===== config.mk =====
export PLATFORM = sky130hd
export DESIGN_NAME = sfc_regbank
export DESIGN_NICKNAME = d
export VERILOG_FILES = /design/src/rtl/sfc_pkg.sv /design/src/rtl/sfc_prot_check.sv /design/src/rtl/sfc_cmd_decode.sv /design/src/rtl/sfc_irq_regs.sv /design/src/rtl/sfc_regbank.sv
export SDC_FILE = /design/constraint.sdc
export NUM_CORES = 1
export LEC_CHECK = 0
export BUFFER_PORTS_ARGS = -buffer_cell sky130_fd_sc_hd__buf_4
export CORE_ASPECT_RATIO = 0.5
export CORE_MARGIN = 4
export CORE_UTILIZATION = 53
export CTS_CLUSTER_DIAMETER = 150
export DETAILED_ROUTE_END_ITERATION = 10
export PLACE_DENSITY = 0.83
export SYNTH_ARGS = -nofsm -noshare
export SYNTH_HDL_FRONTEND = slang
export SYNTH_SLANG_ARGS = --single-unit

===== constraint.sdc =====
create_clock -name clk -period 6.5 [get_ports clk]
set_input_delay 0.325 -clock clk [delete_from_list [all_inputs] [get_ports clk]]
set_output_delay 0.325 -clock clk [all_outputs]
set_load 0.1 [all_outputs]

===== src/rtl/sfc_pkg.sv =====
package sfc_pkg;

  typedef enum logic [1:0] {
    CMD_NONE    = 2'd0,
    CMD_BULK    = 2'd1,
    CMD_SECTOR  = 2'd2,
    CMD_PROTECT = 2'd3
  } mem_cmd_e;

  localparam int unsigned FIELD_W = 10;

  localparam logic [7:0] OFS_STATUS = 8'h00;
  localparam logic [7:0] OFS_SID    = 8'h04;
  localparam logic [7:0] OFS_LID    = 8'h08;
  localparam logic [7:0] OFS_MEMOP  = 8'h0C;
  localparam logic [7:0] OFS_ISR    = 8'h10;
  localparam logic [7:0] OFS_IMR    = 8'h14;
  localparam logic [7:0] OFS_CSEL   = 8'h18;

  // Protected-region membership for a sector given level and side.
  function automatic logic sector_locked(input logic [FIELD_W-1:0] sector,
                                         input logic [3:0] level,
                                         input logic from_bottom,
                                         input int unsigned sec_w);
    int unsigned span;
    int unsigned total;
    int unsigned idx;
    if (level == 4'd0) return 1'b0;
    if ({28'd0, level} - 32'd1 >= sec_w) return 1'b1;
    span  = 32'd1 << (level - 4'd1);
    total = 32'd1 << sec_w;
    idx   = {22'd0, sector};
    if (from_bottom) return idx < span;
    return idx >= total - span;
  endfunction

  // Status word layout.
  function automatic logic [31:0] pack_status(input logic busy, input logic wel,
                                              input logic [3:0] level,
                                              input logic from_bottom);
    return {25'd0, level[3], from_bottom, level[2:0], wel, busy};
  endfunction

endpackage


===== src/rtl/sfc_prot_check.sv =====
module sfc_prot_check
  import sfc_pkg::*;
#(
  parameter int SEC_W = 10
) (
  input  logic [SEC_W-1:0] sector,
  input  logic [3:0]       level,
  input  logic             from_bottom,
  output logic             locked
);
  logic [FIELD_W-1:0] sector_ext;

  generate
    if (SEC_W == FIELD_W) begin : g_full
      assign sector_ext = sector;
    end else begin : g_pad
      assign sector_ext = {{(FIELD_W-SEC_W){1'b0}}, sector};
    end
  endgenerate

  assign locked = sector_locked(sector_ext, level, from_bottom, SEC_W);
endmodule


===== src/rtl/sfc_cmd_decode.sv =====
module sfc_cmd_decode
  import sfc_pkg::*;
#(
  parameter int SEC_W = 10
) (
  input  logic               clk,
  input  logic               rst_n,
  input  logic               memop_wr,
  input  logic [1:0]         opcode,
  input  logic [FIELD_W-1:0] field,
  input  logic               busy,
  input  logic [3:0]         level,
  input  logic               from_bottom,
  output logic               cmd_accept,
  output logic               erase_illegal,
  output logic               protect_load,
  output logic               op_req,
  output logic [1:0]         op_cmd,
  output logic [FIELD_W-1:0] op_arg
);
  mem_cmd_e           cmd;
  logic               tgt_locked;
  logic [FIELD_W-1:0] arg_next;

  assign cmd = mem_cmd_e'(opcode);

  sfc_prot_check #(.SEC_W(SEC_W)) u_erase_chk (
    .sector      (field[SEC_W-1:0]),
    .level       (level),
    .from_bottom (from_bottom),
    .locked      (tgt_locked)
  );

  always_comb begin
    erase_illegal = memop_wr && !busy &&
                    ((cmd == CMD_SECTOR && tgt_locked) ||
                     (cmd == CMD_BULK && level != 4'd0));
    cmd_accept    = memop_wr && !busy && (cmd != CMD_NONE) && !erase_illegal;
    protect_load  = cmd_accept && (cmd == CMD_PROTECT);
    case (cmd)
      CMD_SECTOR:  arg_next = field;
      CMD_PROTECT: arg_next = {{(FIELD_W-5){1'b0}}, field[4:0]};
      default:     arg_next = '0;
    endcase
  end

  always_ff @(posedge clk or negedge rst_n) begin
    if (!rst_n) begin
      op_req <= 1'b0;
      op_cmd <= 2'd0;
      op_arg <= '0;
    end else begin
      op_req <= cmd_accept;
      if (cmd_accept) begin
        op_cmd <= opcode;
        op_arg <= arg_next;
      end
    end
  end
endmodule


===== src/rtl/sfc_irq_regs.sv =====
module sfc_irq_regs (
  input  logic       clk,
  input  logic       rst_n,
  input  logic       set_erase,
  input  logic       set_write,
  input  logic       isr_wr,
  input  logic       imr_wr,
  input  logic [1:0] wdata,
  output logic [1:0] isr,
  output logic [1:0] imr,
  output logic       irq
);
  logic [1:0] clr_bits;
  logic [1:0] set_bits;

  assign clr_bits = isr_wr ? wdata : 2'b00;
  assign set_bits = {set_write, set_erase};

  always_ff @(posedge clk or negedge rst_n) begin
    if (!rst_n) begin
      isr <= 2'b00;
      imr <= 2'b00;
    end else begin
      isr <= (isr & ~clr_bits) | set_bits;
      if (imr_wr) imr <= wdata;
    end
  end

  assign irq = |(isr & imr);
endmodule


===== src/rtl/sfc_regbank.sv =====
module sfc_regbank
  import sfc_pkg::*;
#(
  parameter int         SEC_W    = 10,
  parameter int         AW       = 5,
  parameter int         NUM_CS   = 3,
  parameter logic [7:0] SHORT_ID = 8'h14,
  parameter logic [7:0] LONG_ID  = 8'h19
) (
  input  logic               clk,
  input  logic               rst_n,
  input  logic               bus_wr,
  input  logic [AW-1:0]      bus_addr,
  input  logic [31:0]        bus_wdata,
  output logic [31:0]        bus_rdata,
  output logic               op_req,
  output logic [1:0]         op_cmd,
  output logic [9:0]         op_arg,
  input  logic               eng_done,
  input  logic               data_wr_valid,
  input  logic [SEC_W-1:0]   data_wr_sector,
  output logic               data_wr_go,
  output logic [NUM_CS-1:0]  chip_sel,
  output logic               irq
);
  localparam logic [AW-1:0] A_STATUS = AW'(OFS_STATUS);
  localparam logic [AW-1:0] A_SID    = AW'(OFS_SID);
  localparam logic [AW-1:0] A_LID    = AW'(OFS_LID);
  localparam logic [AW-1:0] A_MEMOP  = AW'(OFS_MEMOP);
  localparam logic [AW-1:0] A_ISR    = AW'(OFS_ISR);
  localparam logic [AW-1:0] A_IMR    = AW'(OFS_IMR);
  localparam logic [AW-1:0] A_CSEL   = AW'(OFS_CSEL);

  // Named internal events
  logic       wip;
  logic       wel;
  logic [3:0] prot_level;
  logic       prot_bottom;
  logic       cmd_accept;
  logic       erase_illegal;
  logic       write_illegal;
  logic       protect_load;
  logic       data_locked;
  logic       cs_write_ok;
  logic [1:0] isr;
  logic [1:0] imr;

  logic memop_wr;
  logic isr_wr;
  logic imr_wr;
  logic cs_wr;

  assign memop_wr = bus_wr && (bus_addr == A_MEMOP);
  assign isr_wr   = bus_wr && (bus_addr == A_ISR);
  assign imr_wr   = bus_wr && (bus_addr == A_IMR);
  assign cs_wr    = bus_wr && (bus_addr == A_CSEL);

  sfc_cmd_decode #(.SEC_W(SEC_W)) u_decode (
    .clk           (clk),
    .rst_n         (rst_n),
    .memop_wr      (memop_wr),
    .opcode        (bus_wdata[1:0]),
    .field         (bus_wdata[17:8]),
    .busy          (wip),
    .level         (prot_level),
    .from_bottom   (prot_bottom),
    .cmd_accept    (cmd_accept),
    .erase_illegal (erase_illegal),
    .protect_load  (protect_load),
    .op_req        (op_req),
    .op_cmd        (op_cmd),
    .op_arg        (op_arg)
  );

  // Status: busy, write-enable latch and protection setting
  always_ff @(posedge clk or negedge rst_n) begin
    if (!rst_n) begin
      wip         <= 1'b0;
      wel         <= 1'b0;
      prot_level  <= 4'd0;
      prot_bottom <= 1'b0;
    end else begin
      if (cmd_accept) begin
        wip <= 1'b1;
        wel <= 1'b1;
      end else if (eng_done) begin
        wip <= 1'b0;
        wel <= 1'b0;
      end
      if (protect_load) begin
        prot_level  <= bus_wdata[11:8];
        prot_bottom <= bus_wdata[12];
      end
    end
  end

  // Data write gate
  sfc_prot_check #(.SEC_W(SEC_W)) u_data_chk (
    .sector      (data_wr_sector),
    .level       (prot_level),
    .from_bottom (prot_bottom),
    .locked      (data_locked)
  );

  assign write_illegal = data_wr_valid && data_locked;

  always_ff @(posedge clk or negedge rst_n) begin
    if (!rst_n) data_wr_go <= 1'b0;
    else        data_wr_go <= data_wr_valid && !data_locked;
  end

  sfc_irq_regs u_irq (
    .clk       (clk),
    .rst_n     (rst_n),
    .set_erase (erase_illegal),
    .set_write (write_illegal),
    .isr_wr    (isr_wr),
    .imr_wr    (imr_wr),
    .wdata     (bus_wdata[1:0]),
    .isr       (isr),
    .imr       (imr),
    .irq       (irq)
  );

  // Chip select: only a single-bit value within range is taken
  assign cs_write_ok = $onehot(bus_wdata[NUM_CS-1:0]) &&
                       (bus_wdata[31:NUM_CS] == '0);

  always_ff @(posedge clk or negedge rst_n) begin
    if (!rst_n)                    chip_sel <= NUM_CS'(1);
    else if (cs_wr && cs_write_ok) chip_sel <= bus_wdata[NUM_CS-1:0];
  end

  // Read mux
  always_comb begin
    bus_rdata = 32'd0;
    case (bus_addr)
      A_STATUS: bus_rdata = pack_status(wip, wel, prot_level, prot_bottom);
      A_SID:    bus_rdata = {24'd0, SHORT_ID};
      A_LID:    bus_rdata = {24'd0, LONG_ID};
      A_ISR:    bus_rdata = {30'd0, isr};
      A_IMR:    bus_rdata = {30'd0, imr};
      A_CSEL:   bus_rdata = {{(32-NUM_CS){1'b0}}, chip_sel};
      default:  bus_rdata = 32'd0;
    endcase
  end
endmodule


==> summary.txt <==
Synthesis
  – Post-synth top cells: ha_1, nand2_1, buf_4
  – Distinct cell type count after synthesis: 61
  – Mapped Cells: 348
  – Seq/Total Area, Yosys: 0.229
  – Synth warnings: 0
  – Most used DFF post-synth: dfrtp_1
  – Synth area leaders: dfrtp_1, ha_1, buf_4
  – Area share of the largest cell type after synthesis: 0.220
  – Syn avg cell area: 8.49 sq um
  – Top-count cell post-synth: ha_1
  – Asr flop ratio synth: 1.00
  – Cell Area, Synth: 0.00296 sq mm
  – Yosys reg bits: 27
  – Number of synthesized flops with an enable pin: 0
  – Cell taking the most area after synthesis: dfrtp_1

Global routing
  – Antenna violations before repair: 0
  – Largest net degree at the start of global routing: 28
  – Total grt overflow: 0
  – Total track usage: 0.236
  – Global-route wire length before repair: 13100 um
  – Vias in the first global route: 2756

Placement
  – Placed insts: 480
  – Area after DPL: 0.00344 sq mm
  – IO buf count: 76
  – DPL Wire Length: 6660 um
  – Final GP Congestion: 0.963
  – Dpl ws: 1750 ps

Route
  – DRC viols: 0
  – DRT antenna net count: 0
  – Mean routed wirelength per cell: 17.2 um
  – Initial DRC count: 147
  – Vias: 2950
  – Pre-antenna DRT Iters: 4
  – Vias/cell: 6.08
  – Routed wire length: 8350 um

Setup path
  – Reg2reg start: prot_level[0]
  – CP Cell Sequence: inv_1 > ha_1 > o41ai_4 > nand2_1 > ha_1 > nor2_1 > mux2i_1 > o21ai_0 > ha_1 > a21oi_1 > o21ai_0 > maj3_1 > o311ai_1 > a31o_1 > a21oi_1 > a21oi_2 > a32o_1
  – Critical Path RT: 6700 ps
  – Critical-path maximum fanout: 11
  – Worst path most repeated cell: ha_1
  – Delay-heaviest family, CP: compound AO/OA/AOI/OAI gates
  – Critical setup path kind: reg2reg
  – Buffers & Inverters on Critical Path: 1
  – CP max stage cell: dfrtp_1
  – Startpoint Class: flip-flop
  – Critical path launch point: prot_level[0]
  – CP peak stage delay: 520 ps
  – Crit path DAT: 5080 ps
  – CP endpoint kind: flip-flop

STA
  – Final Setup Violations: 0
  – Min cycle time layout: 4880 ps
  – Min Hold Slack: 239 ps
  – Fmax: 205 MHz
  – Clock skew: 8.18 ps
  – Worst Tran Pin Value: 854 ps
  – Final WS setup: 1620 ps
  – Final Hold Fails: 0
  – Final Slew Violations: 0
  – Unrepaired setup endpoints after global routing: no
  – Rel. slew slack: 0.426
  – TNS Setup: 0 ps
  – Final critical-path share of the clock period: 0.751

Clock network
  – Worst-skew pair later-pin latency: 270 ps
  – Htree depth: 1
  – Post-CTS Hold Buffers: 1
  – TritonCTS clock tree: done
  – Clk sinks: 27
  – CTS clk-pin slew, worst paths: 90 ps
  – Post-cts repair resize count: 0
  – Post-CTS Setup Bufs: 0
  – Number of buffers created by CTS: 3
  – Max Buffers Root-to-Sink: 2
  – Root Driver: clkbuf_8

Floorplan
  – Starting density of the core: 0.573
  – Rows: 18
  – Core area: 0.00516 sq mm
  – Die width: 114 um
  – Die area: 0.00691 sq mm
  – Die Height: 60.8 um
  – I/O Pins: 102

Final layout
  – Final nets: 510
  – Layout cells sized above 1: 0.236
  – Ant diodes: 0
  – Fin cells: 485
  – FF+latch area: 677 sq um
  – Area occupied by multi-input gates: 0.00206 sq mm
  – Area added between synthesis and finish: 18.4%
  – Core Util, Final: 0.678
  – FILL cells: 443
  – Final instance area: 0.00350 sq mm

Pwr
  – Leak: 1.65 nW
  – Peak VDD IR: 129 uV
  – Final Power: 0.729 mW
  – Power per cell area: 208 mW/mm^2

Outcome
  – Outcome: finished, final reports clean

Worst hold path
  – Hold_sp: eng_done
  – Worst Hold Class: in2reg

Run
  – Max-Cap Viols: 0
[final timing paths]
kind,slack (ps),cells after the start,endpoint
max,1620,17,u_decode.op_arg[7]
min,240,2,wel
max reg2reg,1620,17,u_decode.op_arg[7]
min reg2reg,510,1,u_decode.op_arg[6]
max in group asynchronous,5660,2,chip_sel[0]
min in group asynchronous,540,2,data_wr_go
[cell families after synthesis]
| group | share of synthesized area |
|---|---|
| and+or+nand+nor | 0.201 |
| AOI/OAI and AO/OA | 0.222 |
| buffers and inverters | 0.106 |
| adders and majority gates | 0.184 |
| DFF | 0.229 |
| muxes | 0.0368 |
| xor gates and xnor gates | 0.0203 |
| other | 0.00127 |
[sequential cells by signal, summed over array words and instances, names as in the netlist]
signal	count
u_decode.op_arg	10
prot_level	4
chip_sel	3
u_decode.op_cmd	2
u_irq.imr	2
u_irq.isr	2
data_wr_go	1
prot_bottom	1
u_decode.op_req	1
wel	1
[power breakdown]
group          total [mW]  leakage [nW]  internal, mW  switching (mW)
clock              0.0922        0.0228        0.0438          0.0484
combinational       0.435          1.27         0.128           0.307
sequential          0.201         0.357         0.184          0.0171
[cell usage in the layout (no fill, tap or decap), types with 3 or more instances in the layout]
master	Yosys	final
mux2i_1	3	3
a31oi_1	9	9
buf_4	27	76
ha_1	41	41
a21oi_1	14	14
a21o_1	6	6
nand2b_1	7	7
nor2_1	22	22
nor3_1	14	14
nand2_1	32	32
nand3_1	8	8
o22ai_1	4	4
nor4_1	7	7
o21ai_0	25	25
dfrtp_1	26	26
nor2b_1	4	4
inv_1	13	13
conb_1	1	25
a32o_1	5	5
xnor2_1	4	4
mux2_2	7	7
and3_1	6	6
o211ai_1	5	5
clkbuf_8	0	3
a22o_1	7	7
[layout make-up]
type,instances,area share
multi-input combinational,293,0.588
clock buffer,4,0.0129
inverter,14,0.0150
tap,70,0.0250
timing repair buffer,77,0.166
sequential,27,0.193
[worst reg2reg max path, delay by kind of cell (launching register included)]
family	cells	cell delay, ps
compound gates	9	2360
fa+ha+maj	4	1380
buf+inv	1	140
flops	1	520
mux	1	90
simple gates	2	340
[routing by layer]
layer | vias up | share of wire | GRT usage
li1 | 1373 | - | -
met3 | 21 | 0.096 | 0.0279
met4 | 0 | 0.022 | 0.0702
met1 | 1393 | 0.40 | 0.301
met2 | 163 | 0.48 | 0.431
met5 | - | 0 | 0
No activity file was read; power rests on OpenSTA's default activity.
